**config.mk**
```make
export PLATFORM = sky130hd
export DESIGN_NAME = sig_verifier
export DESIGN_NICKNAME = d
export VERILOG_FILES = /design/src/rtl/sig_verifier_pkg.sv /design/src/rtl/sig_misr_core.sv /design/src/rtl/sig_cfg_regs.sv /design/src/rtl/sig_judge.sv /design/src/rtl/sig_verifier.sv
export SDC_FILE = /design/constraint.sdc
export NUM_CORES = 1
export LEC_CHECK = 0
export ABC_AREA = 1
export BUFFER_PORTS_ARGS = -buffer_cell sky130_fd_sc_hd__buf_2
export CAP_MARGIN = 20
export CORE_UTILIZATION = 57
export CTS_CLUSTER_SIZE = 12
export DETAILED_ROUTE_END_ITERATION = 10
export PLACE_DENSITY_LB_ADDON = 0.25
export SKIP_LAST_GASP = 1
export SLEW_MARGIN = 20
export SYNTH_ARGS = -nofsm -noshare
export SYNTH_HDL_FRONTEND = slang
export SYNTH_SLANG_ARGS = --single-unit
```
**constraint.sdc**
```tcl
create_clock -name clk -period 1.7 [get_ports clk]
set_input_delay 0.255 -clock clk [delete_from_list [all_inputs] [get_ports clk]]
set_output_delay 0.255 -clock clk [all_outputs]
set_load 0.005 [all_outputs]
```
**src/rtl/sig_verifier_pkg.sv**
```systemverilog
package sig_verifier_pkg;

  typedef enum logic [1:0] {
    ADR_POLY = 2'd0,
    ADR_SEED = 2'd1,
    ADR_GOLD = 2'd2,
    ADR_CTRL = 2'd3
  } reg_adr_e;

  typedef enum logic {
    MD_COMPACT = 1'b0,
    MD_VERIFY  = 1'b1
  } sv_mode_e;

  typedef struct packed {
    logic done;
    logic pass;
  } verdict_t;

endpackage

```
**src/rtl/sig_misr_core.sv**
```systemverilog
module sig_misr_core #(
  parameter int W = 16
) (
  input  logic         clk,
  input  logic         rst_n,
  input  logic         load_en,
  input  logic [W-1:0] load_val,
  input  logic         step_en,
  input  logic [W-1:0] step_data,
  input  logic [W-1:0] poly,
  output logic [W-1:0] state
);

  // One compaction step: shift left, fold feedback mask when msb falls out, mix the word.
  function automatic logic [W-1:0] misr_next(input logic [W-1:0] s,
                                             input logic [W-1:0] p,
                                             input logic [W-1:0] d);
    logic [W-1:0] sh;
    sh = {s[W-2:0], 1'b0};
    if (s[W-1]) sh = sh ^ p;
    return sh ^ d;
  endfunction

  always_ff @(posedge clk or negedge rst_n) begin
    if (!rst_n)       state <= '0;
    else if (load_en) state <= load_val;
    else if (step_en) state <= misr_next(state, poly, step_data);
  end

  // a load always lands, even with a step request on the same edge
  a_r10_load_wins: assert property (@(posedge clk) disable iff (!rst_n)
    load_en |=> state == $past(load_val));

  // no load and no step leaves the signature alone
  a_r2_idle_hold: assert property (@(posedge clk) disable iff (!rst_n)
    (!load_en && !step_en) |=> $stable(state));

endmodule

```
**src/rtl/sig_cfg_regs.sv**
```systemverilog
module sig_cfg_regs
  import sig_verifier_pkg::*;
#(
  parameter int W = 16
) (
  input  logic         clk,
  input  logic         rst_n,
  input  logic         reg_we,
  input  logic [1:0]   reg_addr,
  input  logic [W-1:0] reg_wdata,
  output logic [W-1:0] poly_q,
  output logic [W-1:0] seed_q,
  output logic [W-1:0] gold_q,
  output sv_mode_e     mode_q,
  output logic         seed_wr,
  output logic         verify_cmd
);

  reg_adr_e adr;
  assign adr        = reg_adr_e'(reg_addr);
  assign seed_wr    = reg_we && (adr == ADR_SEED);
  assign verify_cmd = reg_we && (adr == ADR_CTRL) && reg_wdata[0];

  always_ff @(posedge clk or negedge rst_n) begin
    if (!rst_n) begin
      poly_q <= '0;
      seed_q <= '0;
      gold_q <= '0;
      mode_q <= MD_COMPACT;
    end else if (reg_we) begin
      case (adr)
        ADR_POLY: poly_q <= reg_wdata;
        ADR_SEED: seed_q <= reg_wdata;
        ADR_GOLD: gold_q <= reg_wdata;
        ADR_CTRL: mode_q <= sv_mode_e'(reg_wdata[0]);
        default:  ;
      endcase
    end
  end

  // a verify command leaves the block in verify mode
  a_r5_cmd_sets_mode: assert property (@(posedge clk) disable iff (!rst_n)
    verify_cmd |=> mode_q == MD_VERIFY);

  // a control write with bit 0 low selects compact mode
  a_r9_back_to_compact: assert property (@(posedge clk) disable iff (!rst_n)
    (reg_we && adr == ADR_CTRL && !reg_wdata[0]) |=> mode_q == MD_COMPACT);

endmodule

```
**src/rtl/sig_judge.sv**
```systemverilog
module sig_judge
  import sig_verifier_pkg::*;
#(
  parameter int W = 16
) (
  input  logic         clk,
  input  logic         rst_n,
  input  logic         clr,
  input  logic         cmd,
  input  logic [W-1:0] sig,
  input  logic [W-1:0] gold,
  output verdict_t     verdict
);

  logic cmp_pend;
  logic cmp_fire;
  logic sig_match;

  assign cmp_fire  = cmp_pend && !clr;
  assign sig_match = (sig == gold);

  always_ff @(posedge clk or negedge rst_n) begin
    if (!rst_n) begin
      cmp_pend <= 1'b0;
      verdict  <= '0;
    end else begin
      cmp_pend <= cmd;
      if (clr) begin
        verdict <= '0;
      end else if (cmp_pend) begin
        verdict.done <= 1'b1;
        verdict.pass <= sig_match;
      end
    end
  end

  // the compare completes on the edge after the command edge
  a_r5_done_follows: assert property (@(posedge clk) disable iff (!rst_n)
    cmp_fire |=> verdict.done);

  // done never rises without a pending compare
  a_r5_no_spurious_done: assert property (@(posedge clk) disable iff (!rst_n)
    (!verdict.done && !cmp_pend) |=> !verdict.done);

  // pass reflects the equality seen at the compare edge
  a_r6_pass_matches: assert property (@(posedge clk) disable iff (!rst_n)
    cmp_fire |=> verdict.pass == ($past(sig) == $past(gold)));

  // a seed write wipes the verdict
  a_r3_seed_clears: assert property (@(posedge clk) disable iff (!rst_n)
    clr |=> (!verdict.done && !verdict.pass));

  // pass is only ever seen together with done
  a_r6_pass_implies_done: assert property (@(posedge clk) disable iff (!rst_n)
    verdict.pass |-> verdict.done);

endmodule

```
**src/rtl/sig_verifier.sv**
```systemverilog
module sig_verifier
  import sig_verifier_pkg::*;
#(
  parameter int W = 16
) (
  input  logic         clk,
  input  logic         rst_n,
  input  logic         reg_we,
  input  logic [1:0]   reg_addr,
  input  logic [W-1:0] reg_wdata,
  output logic [W+1:0] reg_rdata,
  input  logic         rsp_valid,
  input  logic [W-1:0] rsp_data
);

  logic [W-1:0] poly_q, seed_q, gold_q, sig_q;
  sv_mode_e     mode_q;
  logic         seed_wr, verify_cmd, step_en;
  verdict_t     verdict;

  sig_cfg_regs #(.W(W)) u_cfg (
    .clk(clk), .rst_n(rst_n),
    .reg_we(reg_we), .reg_addr(reg_addr), .reg_wdata(reg_wdata),
    .poly_q(poly_q), .seed_q(seed_q), .gold_q(gold_q), .mode_q(mode_q),
    .seed_wr(seed_wr), .verify_cmd(verify_cmd)
  );

  assign step_en = rsp_valid && (mode_q == MD_COMPACT) && !seed_wr;

  sig_misr_core #(.W(W)) u_misr (
    .clk(clk), .rst_n(rst_n),
    .load_en(seed_wr), .load_val(reg_wdata),
    .step_en(step_en), .step_data(rsp_data),
    .poly(poly_q), .state(sig_q)
  );

  sig_judge #(.W(W)) u_judge (
    .clk(clk), .rst_n(rst_n),
    .clr(seed_wr), .cmd(verify_cmd),
    .sig(sig_q), .gold(gold_q),
    .verdict(verdict)
  );

  always_comb begin
    case (reg_adr_e'(reg_addr))
      ADR_POLY: reg_rdata = {2'b00, poly_q};
      ADR_SEED: reg_rdata = {2'b00, seed_q};
      ADR_GOLD: reg_rdata = {2'b00, gold_q};
      default:  reg_rdata = {verdict.done, verdict.pass, sig_q};
    endcase
  end

  // in verify mode, response words cannot move the signature
  a_r7_verify_freezes: assert property (@(posedge clk) disable iff (!rst_n)
    (mode_q == MD_VERIFY && !seed_wr) |=> $stable(sig_q));

  // a valid word in compact mode changes state unless it exactly cancels the shift
  a_r2_valid_moves: assert property (@(posedge clk) disable iff (!rst_n)
    (rsp_valid && mode_q == MD_COMPACT && !seed_wr && !reg_we && rsp_data != '0
     && sig_q == '0) |=> sig_q == $past(rsp_data));

endmodule

```
==> results of run 1 <==
## cells in the mapped netlist, drive strengths merged
cell type and number:
o22ai 14, o21ai 79, a21oi 15, inv 61
o2111ai 1, clkbuf 8, o211ai 1, o21bai 15
buf 10, dfrtp 68, nor2 14, nand3 12
clkinv 1, nand2 125, nand4 1, xnor2 34
## stage by stage
stage               instances  hold slack (ns)
global placement          589            0.308
CTS                       606            0.160
global route              606            0.171
detailed placement        589            0.307
floorplan                 459          -0.0406
finish                    606            0.164
## logic make-up after synthesis
kind of cell,count (synthesis),share of synthesized area (%)
XOR/XNOR,34,8.27
AND/OR/NAND/NOR,152,16.6
buffers and inverters,80,8.82
AO/OA/AOI/OAI,125,19.1
flip-flops,68,47.2
## area by class of cell
cell class	instances	area [um^2]
clock inverter	1	30.0
tap	75	93.8
sequential	68	1700
clock buffer	15	166
multi-input combinational	311	1590
fill	491	1730
inverter	62	233
timing repair buffer	74	448
## metal layers
| metal | vias to the layer above | global-route usage, % |
|---|---|---|
| li1 | 1597 | - |
| met1 | 1572 | 41.1 |
| met2 | 157 | 48.6 |
| met3 | 11 | 4.22 |
| met4 | 0 | 12.0 |
| met5 | - | 0 |
## worst max-delay path: stages, from the launching register on
cell     delay [ns]
dfrtp_1        0.54
inv_1          0.09
o21ai_0        0.22
buf_2          0.17
## worst min path at each step
stage / endpoint / slack (ns) / cells after the start
global route: u_cfg.seed_q[11]$_DFFE_PN0P_ / 0.17 / 3
detailed placement: u_cfg.seed_q[8]$_DFFE_PN0P_ / 0.31 / 2
CTS: u_cfg.seed_q[13]$_DFFE_PN0P_ / 0.16 / 3
finish: u_cfg.seed_q[8]$_DFFE_PN0P_ / 0.16 / 3
global placement: u_cfg.seed_q[8]$_DFFE_PN0P_ / 0.31 / 2
floorplan: u_cfg.gold_q[0]$_DFFE_PN0P_ / -0.04 / 0
## registers in the layout, summed over array words and instances (netlist names)
register,count
u_judge.verdict,2
u_cfg.seed_q,16
u_cfg.mode_q,1
u_judge.cmp_pend,1
u_cfg.gold_q,16
u_cfg.poly_q,16
u_misr.state,16
## power groups by stage
stage | clock network, mW | logic, mW | registers (mW)
final | 1.35 | 1.76 | 2.32
after global routing | 1.44 | 1.99 | 2.36
after CTS | 1.35 | 1.77 | 2.31
after detailed placement | 0 | 1.76 | 2.33
after global placement | 0 | 1.70 | 2.32
after floorplan | 0 | 1.31 | 2.23
## what timing repair did
item	in CTS	in global routing
endpoints found under the setup margin	0	5
hold buffers	1	0
endpoints found under the hold margin	68	0
gates resized for setup	0	2
==> impl_metrics.toml, run 1 <==
[status]
status = "finished clean"

[pwr]
swShare_pct = 34.5
total_power_mw = 5.43
intPower_mw = 3.55
pwr-share-seq_pct = 42.8
switchingPower_mw = 1.87
power_frac_comb_pct = 32.5
p_leak_nw = 2.14
vdd_drop_max_mv = 0.656
clkPwrFrac_pct = 24.8
powerDensity_mw_per_mm2 = 1270

[global_routing]
grt_pass1_vias = 3100
grt-ovfl-total = 0
gr-usage-all-layers_pct = 30.1
grt_max_degree = 69
grt_pass1_wl_mm = 14.7
antenna_found_initial = 0

[logic_synthesis]
synth_top_area_share_pct = 47.2
syn-cell-area_mm2 = 0.00360
yosys_warnings = 0
mappedNetlistNets = 497
synth_area_leaders = "dfrtp_1, nand2_1, o21ai_0, xnor2_1, inv_1"
avgSynthCellArea_um2 = 7.85
synth_area_leader_cell = "dfrtp_1"
netlist_instances = 459
ys_types = 21
ys_seq_area_share_pct = 47.2
yosys_register_bits = 68

[sta]
skew_ns = 0.0134
worst_slack_ns = 0.0947
maxSlewHeadroom_pct = 71.7
tightest_slew_ns = 0.424
fin_setup_tns_ns = 0
grt_setup_unrepaired = "no"
final-setup-viol-count = 0
fin_crit_ns = 1.61
max_freq_mhz = 623
hold_viol_final = 0
finalCritPeriodShare_pct = 94.4
final-max-slew-violation-count = 0

[floorplanning]
fp.coreArea_mm2 = 0.00599
initial_core_util_pct = 60.1
fp.dieH_um = 81.5
design.die.area_mm2 = 0.00664
rows = 28
die_w_um = 81.5
top_level_ports = 56

[worst_setup_path]
reg2reg_slack_ns = 0.34
crit_end = "reg_rdata[15]"
start_kind = "register"
crit_path_start = "u_misr.state[15]$_DFFE_PN0P_"
reg2reg_from = "u_cfg.mode_q$_DFFE_PN0P_"
required_ns = 1.44
r2r-end = "u_misr.state[9]$_DFFE_PN0P_"
path_max_fanout = 8
path_class = "reg2out"
reg2reg_depth = 5
arrival_ns = 1.35
end_kind = "output pin"

[clocking]
cts-htree-levels = 3
cts-root-buf = "clkbuf_8"
tritoncts = "yes"
clk_transition_reported_paths_ns = 0.07
clk_latency_ns = 0.34
post-cts-setup-buffer-count = 0
cts_sinks = 68
clockBufferDepth = 2
numCtsBuffers = 9

[finish]
final_common_cell = "nand2_1"
drive_above_1_share_pct = 16.9
mostFrequentLayoutCells = "nand2_1, o21ai_0, dfrtp_1, inv_1, buf_2"
nets = 564
final_cell_area_mm2 = 0.00426
fin_util_pct = 71.1
num_antenna_cells = 0
area_delta_synth_final_pct = 18.2

[detailed_routing]
dr_wl_met2_mm = 4.44
ant_nets = 0
drc = 0
drt-total-wl_mm = 9.02
post_drt_wl_per_cell_um = 14.9
met3_length_um = 667
vias_per_cell = 5.51
routed.top_layer = "met4"
met1_length_mm = 3.82
dr.pass1.iters = 5
num_vias = 3337
drtIter0Drc = 269

[hold_path]
hold_path.class = "in2reg"
worstHoldStart = "reg_wdata[8]"

[placement]
place.detailed.hpwl_mm = 6.33
pre_cts_slack_ns = 0.0145
dpl_cell_area_mm2 = 0.00405
io_buffers = 55
gp_congestion = 0.858

[flow_run]
maxCapViolCount = 0
Power figures use the tool's default switching activity.
==> inputs of run 2 (changes only) <==
- RECOVER_POWER: default -> 50
==> impl_metrics.toml, run 2 (same netlist as run 1, synthesis figures left out) <==
[global_routing]
gr-usage-all-layers_pct = 30.1
antenna_found_initial = 0
grt_pass1_wl_mm = 14.7
grt_max_degree = 69
grt-ovfl-total = 0
grt_pass1_vias = 3100

[clocking]
cts-root-buf = "clkbuf_8"
cts-htree-levels = 3
numCtsBuffers = 9
clockBufferDepth = 2
clk_latency_ns = 0.34
tritoncts = "yes"
clk_transition_reported_paths_ns = 0.07
cts_sinks = 68

[floorplanning]
fp.coreArea_mm2 = 0.00599
fp.dieH_um = 81.5
design.die.area_mm2 = 0.00664
top_level_ports = 56
initial_core_util_pct = 60.1
rows = 28
die_w_um = 81.5

[placement]
place.detailed.hpwl_mm = 6.33
gp_congestion = 0.858
io_buffers = 55
pre_cts_slack_ns = 0.0145

[worst_setup_path]
path_max_fanout = 8
start_kind = "register"
required_ns = 1.44
arrival_ns = 1.35
crit_chain = "inv_1 -> o21ai_0 -> buf_2"
path_class = "reg2out"
end_kind = "output pin"
cpMaxStageDelayCell = "dfrtp_1"
max_stage_delay_ns = 0.53
cp_top_family = "flip-flops"
critPathBufInv = 2

[detailed_routing]
drc = 0
post_drt_wl_per_cell_um = 14.8
num_vias = 3346
dr.pass1.iters = 5
ant_nets = 0
drtIter0Drc = 300
drt-total-wl_mm = 8.99
vias_per_cell = 5.52

[sta]
grt_setup_unrepaired = "no"
hold_viol_final = 0
tightest_slew_ns = 0.931
skew_ns = 0.0124
max_freq_mhz = 624
maxSlewHeadroom_pct = 37.9
fin_crit_ns = 1.60
finalCritPeriodShare_pct = 94.3
worst_slack_ns = 0.0967
final-setup-viol-count = 0
fin_hold_ws_ns = 0.163
fin_setup_tns_ns = 0
final-max-slew-violation-count = 0

[finish]
nets = 564
final_common_cell = "nand2_1"
num_antenna_cells = 0
drive_above_1_share_pct = 16.4
area_delta_synth_final_pct = 17.2
mostFrequentLayoutCells = "nand2_1, o21ai_0, dfrtp_1, inv_1, buf_2"

[pwr]
powerDensity_mw_per_mm2 = 1280
p_leak_nw = 2.12
vdd_drop_max_mv = 0.655
total_power_mw = 5.41

[flow_run]
maxCapViolCount = 0

[hold_path]
hold_path.class = "in2reg"

[status]
status = "finished clean"
[run 2: cell types whose count changed in the layout (fill, tap and decap cells not counted)]
| cell | change |
|---|---|
| buf_12 | -2 |
| nor2_2 | -1 |
| clkbuf_2 | +1 |
| clkbuf_4 | +1 |
| buf_4 | -2 |
| nor2_1 | +1 |
| clkbuf_1 | +2 |
[run 2: repair_timing]
action | CTS | global route
setup buffers | 0 | 0
resized for setup | 0 | 2
hold buffers | 1 | 0
hold endpoints to repair | 68 | 0
endpoints found under the setup margin | 0 | 5
[run 2: metrics by stage]
step / utilization [%] / area, um^2 / std cells
2_1_floorplan: - / 3600 / 459
3_3_place_gp: 67.5 / 4050 / 589
3_5_place_dp: 67.5 / 4050 / 589
4_1_cts: 71.0 / 4250 / 606
5_1_grt: 70.4 / 4220 / 606
6_report: 70.4 / 4220 / 606
[run 2: metal layers]
metal	track usage [%]	part of all wire (%)	up-vias
met1	41.1	42	1552
li1	-	-	1599
met4	12.0	1.8	0
met5	0	0	-
met2	48.6	48	173
met3	4.22	7.9	22
[run 2: worst paths after layout]
kind,start,end,slack [ns],cells after the start
min reg2reg,u_cfg.seed_q[15]$_DFFE_PN0P_,u_cfg.seed_q[15]$_DFFE_PN0P_,0.50,2
max reg2reg,u_cfg.mode_q$_DFFE_PN0P_,u_misr.state[9]$_DFFE_PN0P_,0.35,5
min,reg_wdata[8],u_cfg.seed_q[8]$_DFFE_PN0P_,0.16,3
max,u_misr.state[15]$_DFFE_PN0P_,reg_rdata[15],0.1,3
max in group asynchronous,rst_n,u_cfg.seed_q[1]$_DFFE_PN0P_,0.39,3
min in group asynchronous,rst_n,u_cfg.seed_q[8]$_DFFE_PN0P_,0.68,3
[run 2: final cells by class]
class                      instances  area, um^2
fill                             500        1770
sequential                        68        1700
multi-input combinational        311        1580
timing repair buffer              74         413
inverter                          62         233
clock buffer                      15         166
tap                               75        93.8
clock inverter                     1        30.0
[run 2: report_power, final]
part / leakage, nW / internal, mW / total, mW / switching, mW
clock network: 0.0979 / 0.762 / 1.35 / 0.584
registers: 0.847 / 1.98 / 2.32 / 0.341
logic: 1.18 / 0.805 / 1.75 / 0.945
[run 2: tightest hold or removal path: cells and delay by family]
| family | cells | cell delay [ns] |
|---|---|---|
| AOI/OAI and AO/OA | 1 | 0.06 |
| buffers and inverters | 1 | 0.09 |
| and+or+nand+nor | 1 | 0.06 |
